==> src/rtl/bmdma_pkg.sv <==
package bmdma_pkg;
  localparam int NUM_REGS = 8;
  localparam int IDX_W = $clog2(NUM_REGS);

  localparam logic [IDX_W-1:0] IDX_CMD       = 3'd0;
  localparam logic [IDX_W-1:0] IDX_START_CNT = 3'd1;
  localparam logic [IDX_W-1:0] IDX_START_ADR = 3'd2;
  localparam logic [IDX_W-1:0] IDX_WORK_CNT  = 3'd3;
  localparam logic [IDX_W-1:0] IDX_WORK_ADR  = 3'd4;
  localparam logic [IDX_W-1:0] IDX_STATUS    = 3'd5;
  localparam logic [IDX_W-1:0] IDX_START_LST = 3'd6;
  localparam logic [IDX_W-1:0] IDX_WORK_LST  = 3'd7;

  localparam int CMD_DIR_BIT = 7;
  localparam int STS_W       = 6;
  localparam int STS_DONE    = 3;
  localparam int STS_CORE    = 4;
  localparam logic [STS_W-1:0] STS_CLR_MASK = 6'b001110;

  typedef enum logic [1:0] {
    OP_IDLE  = 2'd0,
    OP_FLUSH = 2'd1,
    OP_ABORT = 2'd2,
    OP_START = 2'd3
  } dmaOp_e;

  typedef struct packed {
    logic wrCmd;
    logic wrStartCnt;
    logic wrStartAdr;
    logic wrStartLst;
    logic loadStart;
    logic stsW1c;
    logic stsRdClr;
    logic xferStep;
    logic doneSet;
  } strobe_t;
endpackage

==> src/rtl/bmdma_ctrl.sv <==
module bmdma_ctrl
  import bmdma_pkg::*;
(
  input  logic             clk,
  input  logic             rstN,
  input  logic             regWrEn,
  input  logic             regRdEn,
  input  logic [IDX_W-1:0] regAddr,
  input  logic [1:0]       wrOp,
  input  logic             clrOnRead,
  input  logic             xferReq,
  input  logic             xferToMem,
  input  logic             cmdDir,
  input  logic             cmdDone,
  output strobe_t          strb,
  output logic             xferAck,
  output logic             xferEnable,
  output logic             abortReq
);
  logic enableQ;
  logic abortQ;

  always_comb begin
    strb            = '0;
    strb.wrCmd      = regWrEn && (regAddr == IDX_CMD);
    strb.wrStartCnt = regWrEn && (regAddr == IDX_START_CNT);
    strb.wrStartAdr = regWrEn && (regAddr == IDX_START_ADR);
    strb.wrStartLst = regWrEn && (regAddr == IDX_START_LST);
    strb.loadStart  = strb.wrCmd && (wrOp == OP_START);
    strb.stsW1c     = regWrEn && (regAddr == IDX_STATUS) && !clrOnRead;
    strb.stsRdClr   = regRdEn && (regAddr == IDX_STATUS) && clrOnRead;
    xferAck         = xferReq && (xferToMem == cmdDir);
    strb.xferStep   = xferAck;
    strb.doneSet    = cmdDone;
  end

  always_ff @(posedge clk) begin
    if (!rstN) begin
      enableQ <= 1'b0;
      abortQ  <= 1'b0;
    end else begin
      abortQ <= strb.wrCmd && (wrOp == OP_ABORT);
      if (strb.wrCmd && (wrOp == OP_IDLE)) enableQ <= 1'b0;
      else if (strb.loadStart)             enableQ <= 1'b1;
    end
  end

  assign xferEnable = enableQ;
  assign abortReq   = abortQ;
endmodule

==> src/rtl/bmdma_dp.sv <==
module bmdma_dp
  import bmdma_pkg::*;
#(
  parameter int DATA_W = 32,
  parameter int LEN_W  = 16
) (
  input  logic              clk,
  input  logic              rstN,
  input  strobe_t           strb,
  input  logic [DATA_W-1:0] wrData,
  input  logic [IDX_W-1:0]  rdIdx,
  input  logic              coreIrq,
  input  logic [LEN_W-1:0]  xferLen,
  output logic [DATA_W-1:0] rdData,
  output logic [LEN_W-1:0]  grantLen,
  output logic [DATA_W-1:0] workAdr,
  output logic [DATA_W-1:0] workCnt,
  output logic              cmdDir,
  output logic [STS_W-1:0]  stsFlags
);
  localparam logic [DATA_W-1:0] ADR_RST = '1;
  localparam logic [DATA_W-1:0] LST_RST = ~DATA_W'(2);

  logic [DATA_W-1:0] cmdQ, startCntQ, startAdrQ, startLstQ;
  logic [DATA_W-1:0] workCntQ, workAdrQ, workLstQ;
  logic [STS_W-1:0]  stsQ, stsN;
  logic [DATA_W-1:0] grantWide;
  logic [STS_W-1:0]  stsView;

  always_comb begin
    if (DATA_W'(xferLen) > workCntQ) grantWide = workCntQ;
    else                             grantWide = DATA_W'(xferLen);
  end
  assign grantLen = grantWide[LEN_W-1:0];

  always_comb begin
    stsN = stsQ;
    if (strb.loadStart) stsN = '0;
    if (strb.stsW1c)    stsN = stsN & ~(wrData[STS_W-1:0] & STS_CLR_MASK);
    if (strb.stsRdClr)  stsN = stsN & ~STS_CLR_MASK;
    if (strb.doneSet)   stsN[STS_DONE] = 1'b1;
  end

  always_ff @(posedge clk) begin
    if (!rstN) begin
      cmdQ      <= '0;
      startCntQ <= '0;
      startAdrQ <= '0;
      startLstQ <= '0;
      workCntQ  <= '0;
      workAdrQ  <= ADR_RST;
      workLstQ  <= LST_RST;
      stsQ      <= '0;
    end else begin
      stsQ <= stsN;
      if (strb.wrCmd)      cmdQ      <= wrData;
      if (strb.wrStartCnt) startCntQ <= wrData;
      if (strb.wrStartAdr) startAdrQ <= wrData;
      if (strb.wrStartLst) startLstQ <= wrData;

      if (strb.doneSet)        workCntQ <= '0;
      else if (strb.loadStart) workCntQ <= startCntQ;
      else if (strb.xferStep)  workCntQ <= workCntQ - grantWide;

      if (strb.loadStart)     workAdrQ <= startAdrQ;
      else if (strb.xferStep) workAdrQ <= workAdrQ + grantWide;

      if (strb.loadStart) workLstQ <= startLstQ;
    end
  end

  always_comb begin
    stsView = stsQ;
    stsView[STS_CORE] = stsQ[STS_CORE] | coreIrq;
  end

  always_comb begin
    case (rdIdx)
      IDX_CMD:       rdData = cmdQ;
      IDX_START_CNT: rdData = startCntQ;
      IDX_START_ADR: rdData = startAdrQ;
      IDX_WORK_CNT:  rdData = workCntQ;
      IDX_WORK_ADR:  rdData = workAdrQ;
      IDX_STATUS:    rdData = DATA_W'(stsView);
      IDX_START_LST: rdData = startLstQ;
      default:       rdData = workLstQ;
    endcase
  end

  assign workAdr  = workAdrQ;
  assign workCnt  = workCntQ;
  assign cmdDir   = cmdQ[CMD_DIR_BIT];
  assign stsFlags = stsQ;
endmodule

==> src/rtl/bmdma_top.sv <==
module bmdma_top
  import bmdma_pkg::*;
#(
  parameter int DATA_W = 32,
  parameter int LEN_W  = 16
) (
  input  logic              clk,
  input  logic              rstN,
  input  logic              regWrEn,
  input  logic              regRdEn,
  input  logic [2:0]        regAddr,
  input  logic [DATA_W-1:0] regWrData,
  output logic [DATA_W-1:0] regRdData,
  input  logic              clrOnRead,
  input  logic              coreIrq,
  input  logic              cmdDone,
  input  logic              xferReq,
  input  logic              xferToMem,
  input  logic [LEN_W-1:0]  xferLen,
  output logic              xferAck,
  output logic [LEN_W-1:0]  xferGrantLen,
  output logic [DATA_W-1:0] xferAddr,
  output logic              xferEnable,
  output logic              abortReq
);
  strobe_t           strb;
  logic              cmdDir;
  logic [DATA_W-1:0] workCnt;
  logic [STS_W-1:0]  stsFlags;

  bmdma_ctrl u_ctrl (
    .clk        (clk),
    .rstN       (rstN),
    .regWrEn    (regWrEn),
    .regRdEn    (regRdEn),
    .regAddr    (regAddr),
    .wrOp       (regWrData[1:0]),
    .clrOnRead  (clrOnRead),
    .xferReq    (xferReq),
    .xferToMem  (xferToMem),
    .cmdDir     (cmdDir),
    .cmdDone    (cmdDone),
    .strb       (strb),
    .xferAck    (xferAck),
    .xferEnable (xferEnable),
    .abortReq   (abortReq)
  );

  bmdma_dp #(.DATA_W(DATA_W), .LEN_W(LEN_W)) u_dp (
    .clk      (clk),
    .rstN     (rstN),
    .strb     (strb),
    .wrData   (regWrData),
    .rdIdx    (regAddr),
    .coreIrq  (coreIrq),
    .xferLen  (xferLen),
    .rdData   (regRdData),
    .grantLen (xferGrantLen),
    .workAdr  (xferAddr),
    .workCnt  (workCnt),
    .cmdDir   (cmdDir),
    .stsFlags (stsFlags)
  );
endmodule

==> config.mk <==
export PLATFORM = sky130hd
export DESIGN_NAME = bmdma_top
export DESIGN_NICKNAME = d
export VERILOG_FILES = /design/src/rtl/bmdma_pkg.sv /design/src/rtl/bmdma_ctrl.sv /design/src/rtl/bmdma_dp.sv /design/src/rtl/bmdma_top.sv
export SDC_FILE = /design/constraint.sdc
export NUM_CORES = 1
export LEC_CHECK = 0
export ABC_AREA = 1
export BUFFER_PORTS_ARGS = -buffer_cell sky130_fd_sc_hd__clkbuf_2
export CAP_MARGIN = 15
export CORE_ASPECT_RATIO = 2
export CORE_MARGIN = 2
export CORE_UTILIZATION = 60
export CTS_CLUSTER_SIZE = 25
export DETAILED_ROUTE_END_ITERATION = 8
export PLACE_DENSITY_LB_ADDON = 0.1
export SYNTH_ARGS = -nofsm -noshare
export SYNTH_HDL_FRONTEND = slang
export SYNTH_SLANG_ARGS = --single-unit
==> constraint.sdc <==
create_clock -name clk -period 4.7 [get_ports clk]
set_clock_uncertainty 0.2 [all_clocks]
set_input_delay 0.705 -clock clk [delete_from_list [all_inputs] [get_ports clk]]
set_output_delay 0.705 -clock clk [all_outputs]
set_load 0.01 [all_outputs]
==> impl_metrics.py, run 1 <==
metrics = {
    "status": {
        "status": "completed",
    },
    "placement": {
        "hpwl_mm": 39.52,
        "placed_cells": 2583,
        "globalplace.congestion": 1.033,
        "io_buffers": 142,
        "place_area_um2": 15200,
    },
    "logic_synthesis": {
        "synth_area_leader_cell": "dfxtp_1",
        "synth_flop_cell": "dfxtp_1",
        "synth.distinct_cells": 49,
        "syn_avg_cell_area_um2": 6.467,
        "ys_ff_latch": 229,
        "synth.area.top_cells": "dfxtp_1 (32%), nand2_1 (13%), nand3_1 (8.4%)",
        "synth_edf_count": 0,
        "ys_top_cells_by_count": "nand2_1 (493), inv_1 (259), nand3_1 (240)",
        "yosys_warnings": 0,
        "async_flop_share_pct": 0,
        "netlist.area_leader.share_pct": 31.93,
        "yosysMostFrequentCell": "nand2_1",
        "yosysSeqAreaShare_pct": 31.93,
        "synth_cells": 2220,
        "syn_area_um2": 14360,
    },
    "power": {
        "peakVddDrop_v": 0.0003841,
        "powerDensity_nw_per_um2": 382.1,
        "power.leakage_nw": 7.298,
    },
    "finish": {
        "final_cell_area_um2": 15910,
        "nets": 2445,
        "final_cells": 2622,
        "area_growth_pct": 10.82,
        "drive_gt1_share_pct": 10.58,
        "fin_util_pct": 67.07,
        "diodes": 0,
        "fillCellCount": 2208,
        "multi_input_area_um2": 8263,
        "seq_area_um2": 4584,
    },
    "floorplan": {
        "die_h_um": 222.8,
        "die-area_um2": 25260,
        "coreArea_um2": 23720,
        "die_w_um": 113.4,
        "rows": 80,
        "start_util_pct": 60.52,
        "pin_count": 143,
    },
    "timing": {
        "max_freq_mhz": 236.2,
        "setup_viol": 0,
        "worstMarginPinSlew_ns": 1.099,
        "hold_slack_ns": 0.2530,
        "report.final.slew_viol_count": 0,
        "post-route-period-util_pct": 90.09,
        "hold_viol": 0,
        "period_minus_slack_ns": 4.234,
        "tns_ns": 0,
        "rsz0062_at_grt": "no",
        "slew-limit-headroom_pct": 26.68,
    },
    "grt": {
        "grt_max_degree": 72,
        "antenna_found_initial": 0,
        "grt_pass1_wl_mm": 80.13,
        "grt_use_total_pct": 40.04,
        "grt_pass1_vias": 14950,
        "overflow": 0,
    },
    "route": {
        "drtPass1Iterations": 6,
        "drcViolationCount": 0,
        "wl_per_cell_um": 19.90,
        "drt_iter0_drc": 1507,
        "drtAntennaViolNets": 0,
        "via_per_inst": 6.126,
        "wirelength_mm": 52.17,
        "dr_total_vias": 16060,
    },
    "clock_network": {
        "root_buffer": "clkbuf_16",
        "htree_levels": 1,
        "post_cts_resized": 0,
        "clockBufferDepth": 3,
        "ctsHoldBuffers": 0,
        "clk_pin_slew_ns": 0.07,
        "clock_latency_ns": 0.53,
        "cts_made_buffers": 22,
        "cts_tree": "yes",
        "cts_setup_buffers": 0,
        "clock-sinks": 229,
    },
    "setup_path": {
        "crit_type": "register to register",
        "end_kind": "register",
        "start_kind": "register",
        "crit_required_ns": 4.91,
        "critPathArrivalTime_ns": 4.45,
        "rrSetupSlack_ns": 0.47,
        "crit_fanout": 5,
    },
    "flow_run": {
        "drv.max_cap_violation_count": 0,
    },
    "min_path": {
        "hold_path_class": "primary input to register",
    },
}
==> cells in the final DEF (no fill, tap or decap), types with 50 or more instances in the layout <==
master / synthesis / final
o22ai_1: 50 / 50
nand4_1: 52 / 52
nor2_1: 176 / 176
nand2_1: 493 / 493
dfxtp_1: 229 / 229
nand3_1: 240 / 240
inv_1: 259 / 257
a21oi_1: 230 / 230
o21ai_0: 164 / 164
ha_1: 63 / 63
clkbuf_2: 1 / 141
==> state kept, by name, summed over array words and instances (netlist names) <==
register,flops
u_ctrl.xferEnable,1
u_dp.workAdr,32
u_dp.cmdQ,32
u_dp.stsFlags,3
u_ctrl.abortReq,1
u_dp.startAdrQ,32
u_dp.workCnt,32
u_dp.workLstQ,32
u_dp.startLstQ,32
u_dp.startCntQ,32
==> kinds of logic (layout without fill, tap and decap cells) <==
family | after synthesis | after routing | synth area share, %
AO/OA/AOI/OAI | 513 | 513 | 19.79
other | 1 | 15 | 0.02612
buffers and inverters | 384 | 485 | 10.88
flip-flops | 229 | 229 | 31.93
AND/OR/NAND/NOR | 1011 | 1011 | 30.56
adder cells (fa/ha/maj) | 65 | 65 | 5.770
XOR/XNOR | 17 | 17 | 1.037
==> area by class of cell <==
cell class                      instances  area share (%)
Multi-Input combinational cell       1621           51.93
Sequential cell                       229           28.81
Inverter                              269           6.346
Timing Repair Buffer                  177           6.213
Clock buffer                           30           4.034
Tap cell                              287           2.257
Clock inverter                          9          0.4011
==> layer usage <==
metal	vias to the layer above	global-route usage, %	part of all wire [%]
li1	7624	-	-
met1	7386	47.83	36
met2	879	70.93	50
met3	174	3.573	8.0
met4	0	19.67	5.6
met5	-	0	0
==> critical path, stage by stage, from the launching register on <==
cell,delay (ns)
dfxtp_1,0.40
inv_1,0.11
ha_1,0.30
nand2_1,0.08
inv_1,0.06
nand3_1,0.08
or3_1,0.34
a21o_1,0.17
nand2_1,0.17
nand3_1,0.11
nand2_1,0.14
ha_1,0.18
inv_1,0.06
fa_1,0.42
o21ai_0,0.20
buf_4,0.16
nand2_1,0.05
nand2_1,0.21
nand2_1,0.09
nand2_1,0.17
nand2_1,0.17
nand3_1,0.11
nand2_1,0.05
nand3_1,0.07
nand2_1,0.06
==> per-stage QoR <==
stage | setup WS (ns) | power [mW]
detailed placement | 0.1809 | 4.258
CTS | 0.5183 | 6.012
finish | 0.4659 | 6.079
global route | 0.1779 | 6.339
global placement | 0.2203 | 4.239
floorplan | 0.8243 | 3.562
==> path summary, 6_finish.rpt <==
| kind | startpoint | endpoint | cells after the start |
|---|---|---|---|
| worst max-delay path | u_dp.workCnt[15] | u_dp.workAdr[26] | 24 |
| worst min-delay path | cmdDone | u_dp.stsFlags[3] | 3 |
| worst max register to register | u_dp.workCnt[15] | u_dp.workAdr[26] | 24 |
| worst min register to register | u_dp.stsFlags[1] | u_dp.stsFlags[1] | 2 |
==> power breakdown <==
group          leakage [nW]  internal [mW]  switching [mW]  total (mW)
Combinational          5.09          0.701            1.47        2.17
Clock                 0.341          0.967           0.826        1.79
Sequential             1.86           2.03          0.0910        2.12
No activity file was read; power rests on OpenSTA's default activity.
==> inputs of run 2 (changes only) <==
--- a/config.mk
+++ b/config.mk
@@ -10,7 +10,7 @@
 export CAP_MARGIN = 15
 export CORE_ASPECT_RATIO = 2
 export CORE_MARGIN = 2
-export CORE_UTILIZATION = 60
+export CORE_UTILIZATION = 43
 export CTS_CLUSTER_SIZE = 25
 export DETAILED_ROUTE_END_ITERATION = 8
 export PLACE_DENSITY_LB_ADDON = 0.1
==> impl_metrics.py, run 2 (synthesized netlist as in run 1, its figures left out) <==
metrics = {
    "setup_path": {
        "critPathArrivalTime_ns": 4.62,
        "start_kind": "register",
        "cp_common_cell": "nand2_1",
        "end_kind": "register",
        "r2r-start": "u_dp.workCnt[15]",
        "crit_path_start": "u_dp.workCnt[15]",
        "crit_fanout": 22,
        "crit_type": "register to register",
        "crit_required_ns": 4.93,
        "path_cells": "inv_1, ha_1, nand2_1, inv_1, nand3_1, or3_1, a21o_1, nand2_1, nand2_4, buf_4, nand2_1, nand2_1, ha_1, nand2_1, nor2_1, inv_1, nor3_1, nand2_1, nand2_1, nand2_1, nand2_1, nand2_1, nand3_1, nand2_1",
        "max_stage_delay_ns": 0.42,
        "cp.buffers_inverters": 4,
        "cp_top_family": "simple AND/OR/NAND/NOR gates",
        "cp_slowest_cell": "dfxtp_1",
    },
    "placement": {
        "dp_slack_ns": -0.06185,
        "hpwl_mm": 42.34,
        "io_buffers": 142,
        "globalplace.congestion": 1.003,
    },
    "finish": {
        "diodes": 0,
        "layout_commonest_cell": "nand2_1",
        "nets": 2460,
        "mostFrequentLayoutCells": "nand2_1 (492), inv_1 (257), nand3_1 (240)",
        "fillCellCount": 3584,
        "fin_util_pct": 49.35,
        "area_growth_pct": 13.21,
        "drive_gt1_share_pct": 11.13,
    },
    "floorplan": {
        "coreArea_um2": 32930,
        "die_w_um": 133.2,
        "start_util_pct": 43.59,
        "die_h_um": 262.4,
        "rows": 94,
        "die-area_um2": 34950,
        "pin_count": 143,
    },
    "min_path": {
        "hold_start": "regWrData[20]",
        "hold_path_class": "primary input to register",
    },
    "grt": {
        "grt_pass1_vias": 15190,
        "grt_pass1_wl_mm": 85.58,
        "overflow": 0,
        "grt_max_degree": 77,
        "grt_use_total_pct": 31.11,
        "antenna_found_initial": 1,
    },
    "timing": {
        "slew-limit-headroom_pct": 18.05,
        "hold_slack_ns": 0.2539,
        "hold_viol": 0,
        "rsz0062_at_grt": "no",
        "worstMarginPinSlew_ns": 1.228,
        "finalWorstSetupSlack_ns": 0.3173,
        "tns_ns": 0,
        "setup_viol": 0,
        "post-route-period-util_pct": 93.25,
        "max_freq_mhz": 228.2,
        "report.final.slew_viol_count": 0,
        "period_minus_slack_ns": 4.383,
    },
    "power": {
        "peakVddDrop_v": 0.0002554,
        "powerDensity_nw_per_um2": 386.6,
        "fin_total_pwr_mw": 6.284,
        "power.leakage_nw": 7.389,
    },
    "route": {
        "met2WireLength_mm": 27.78,
        "dr_total_vias": 15690,
        "wl_per_cell_um": 19.99,
        "wirelength_mm": 55.66,
        "via_per_inst": 5.634,
        "drcViolationCount": 0,
        "drtPass1Iterations": 5,
        "met3WireLength_mm": 2.841,
        "dr.max_layer_used": "met5",
        "drtAntennaViolNets": 0,
        "wl_met1_mm": 21.78,
        "drt_iter0_drc": 1357,
    },
    "clock_network": {
        "htree_levels": 1,
        "clock_latency_ns": 0.55,
        "cts_tree": "yes",
        "clk_pin_slew_ns": 0.06,
        "clock-sinks": 229,
        "root_buffer": "clkbuf_16",
        "cts_made_buffers": 24,
        "ctsHoldBuffers": 0,
        "clockBufferDepth": 3,
    },
    "flow_run": {
        "drv.max_cap_violation_count": 0,
    },
    "status": {
        "status": "completed",
    },
}
run 2: cell types whose count changed in the layout (fill, tap and decap cells not counted), sizes merged:
cell | before | now
buf | 36 | 49
clkbuf | 171 | 175
clkinv | 5 | 3
inv | 270 | 272
bufinv | 0 | 1
run 2: cell type report:
| cell class | instances | area (um^2) | area share, % |
|---|---|---|---|
| multi-input combinational | 1621 | 8265 | 50.85 |
| sequential | 229 | 4584 | 28.21 |
| timing repair buffer | 190 | 1074 | 6.605 |
| inverter | 269 | 1010 | 6.212 |
| clock buffer | 34 | 679.4 | 4.180 |
| tap | 432 | 540.5 | 3.326 |
| clock inverter | 10 | 100.1 | 0.6159 |
run 2: path summary, 6_finish.rpt:
kind | end | slack (ns) | cells after the start
max | u_dp.workAdr[31] | 0.32 | 24
min | u_dp.cmdQ[20] | 0.25 | 3
max reg2reg | u_dp.workAdr[31] | 0.32 | 24
min reg2reg | u_dp.stsFlags[1] | 0.26 | 2
run 2: report_power, final:
group          switching [mW]  internal, mW  total (mW)
Sequential             0.0869          2.03        2.12
Combinational            1.48         0.721        2.20
Clock                   0.891          1.08        1.97
Total                    2.46          3.83        6.28
run 2: worst reg2reg max path: cells and delay by family, from the launching register on:
kind,cells,cell delay (ns)
compound gates,1,0.18
fa+ha+maj,2,0.69
buf+inv,4,0.53
flops,1,0.42
simple gates,17,2.25
run 2: per-layer routing:
layer  global-route usage (%)  up-vias
li1                         -     7671
met1                    36.93     7318
met2                    54.63      550
met3                    2.797      149
met4                    17.37        2
met5                        0        -
run 2: through the flow:
step | area (um^2) | cells
6_report | 16250 | 2785
2_1_floorplan | 14410 | 2234
5_1_grt | 16250 | 2785
4_1_cts | 16250 | 2785
3_3_place_gp | 15470 | 2741
3_5_place_dp | 15470 | 2741
run 2: what timing repair did:
| item | CTS | global route |
|---|---|---|
| buffers inserted | 0 | 0 |
| gates resized for setup | 0 | 3 |
| endpoints found under the setup margin | 0 | 4 |
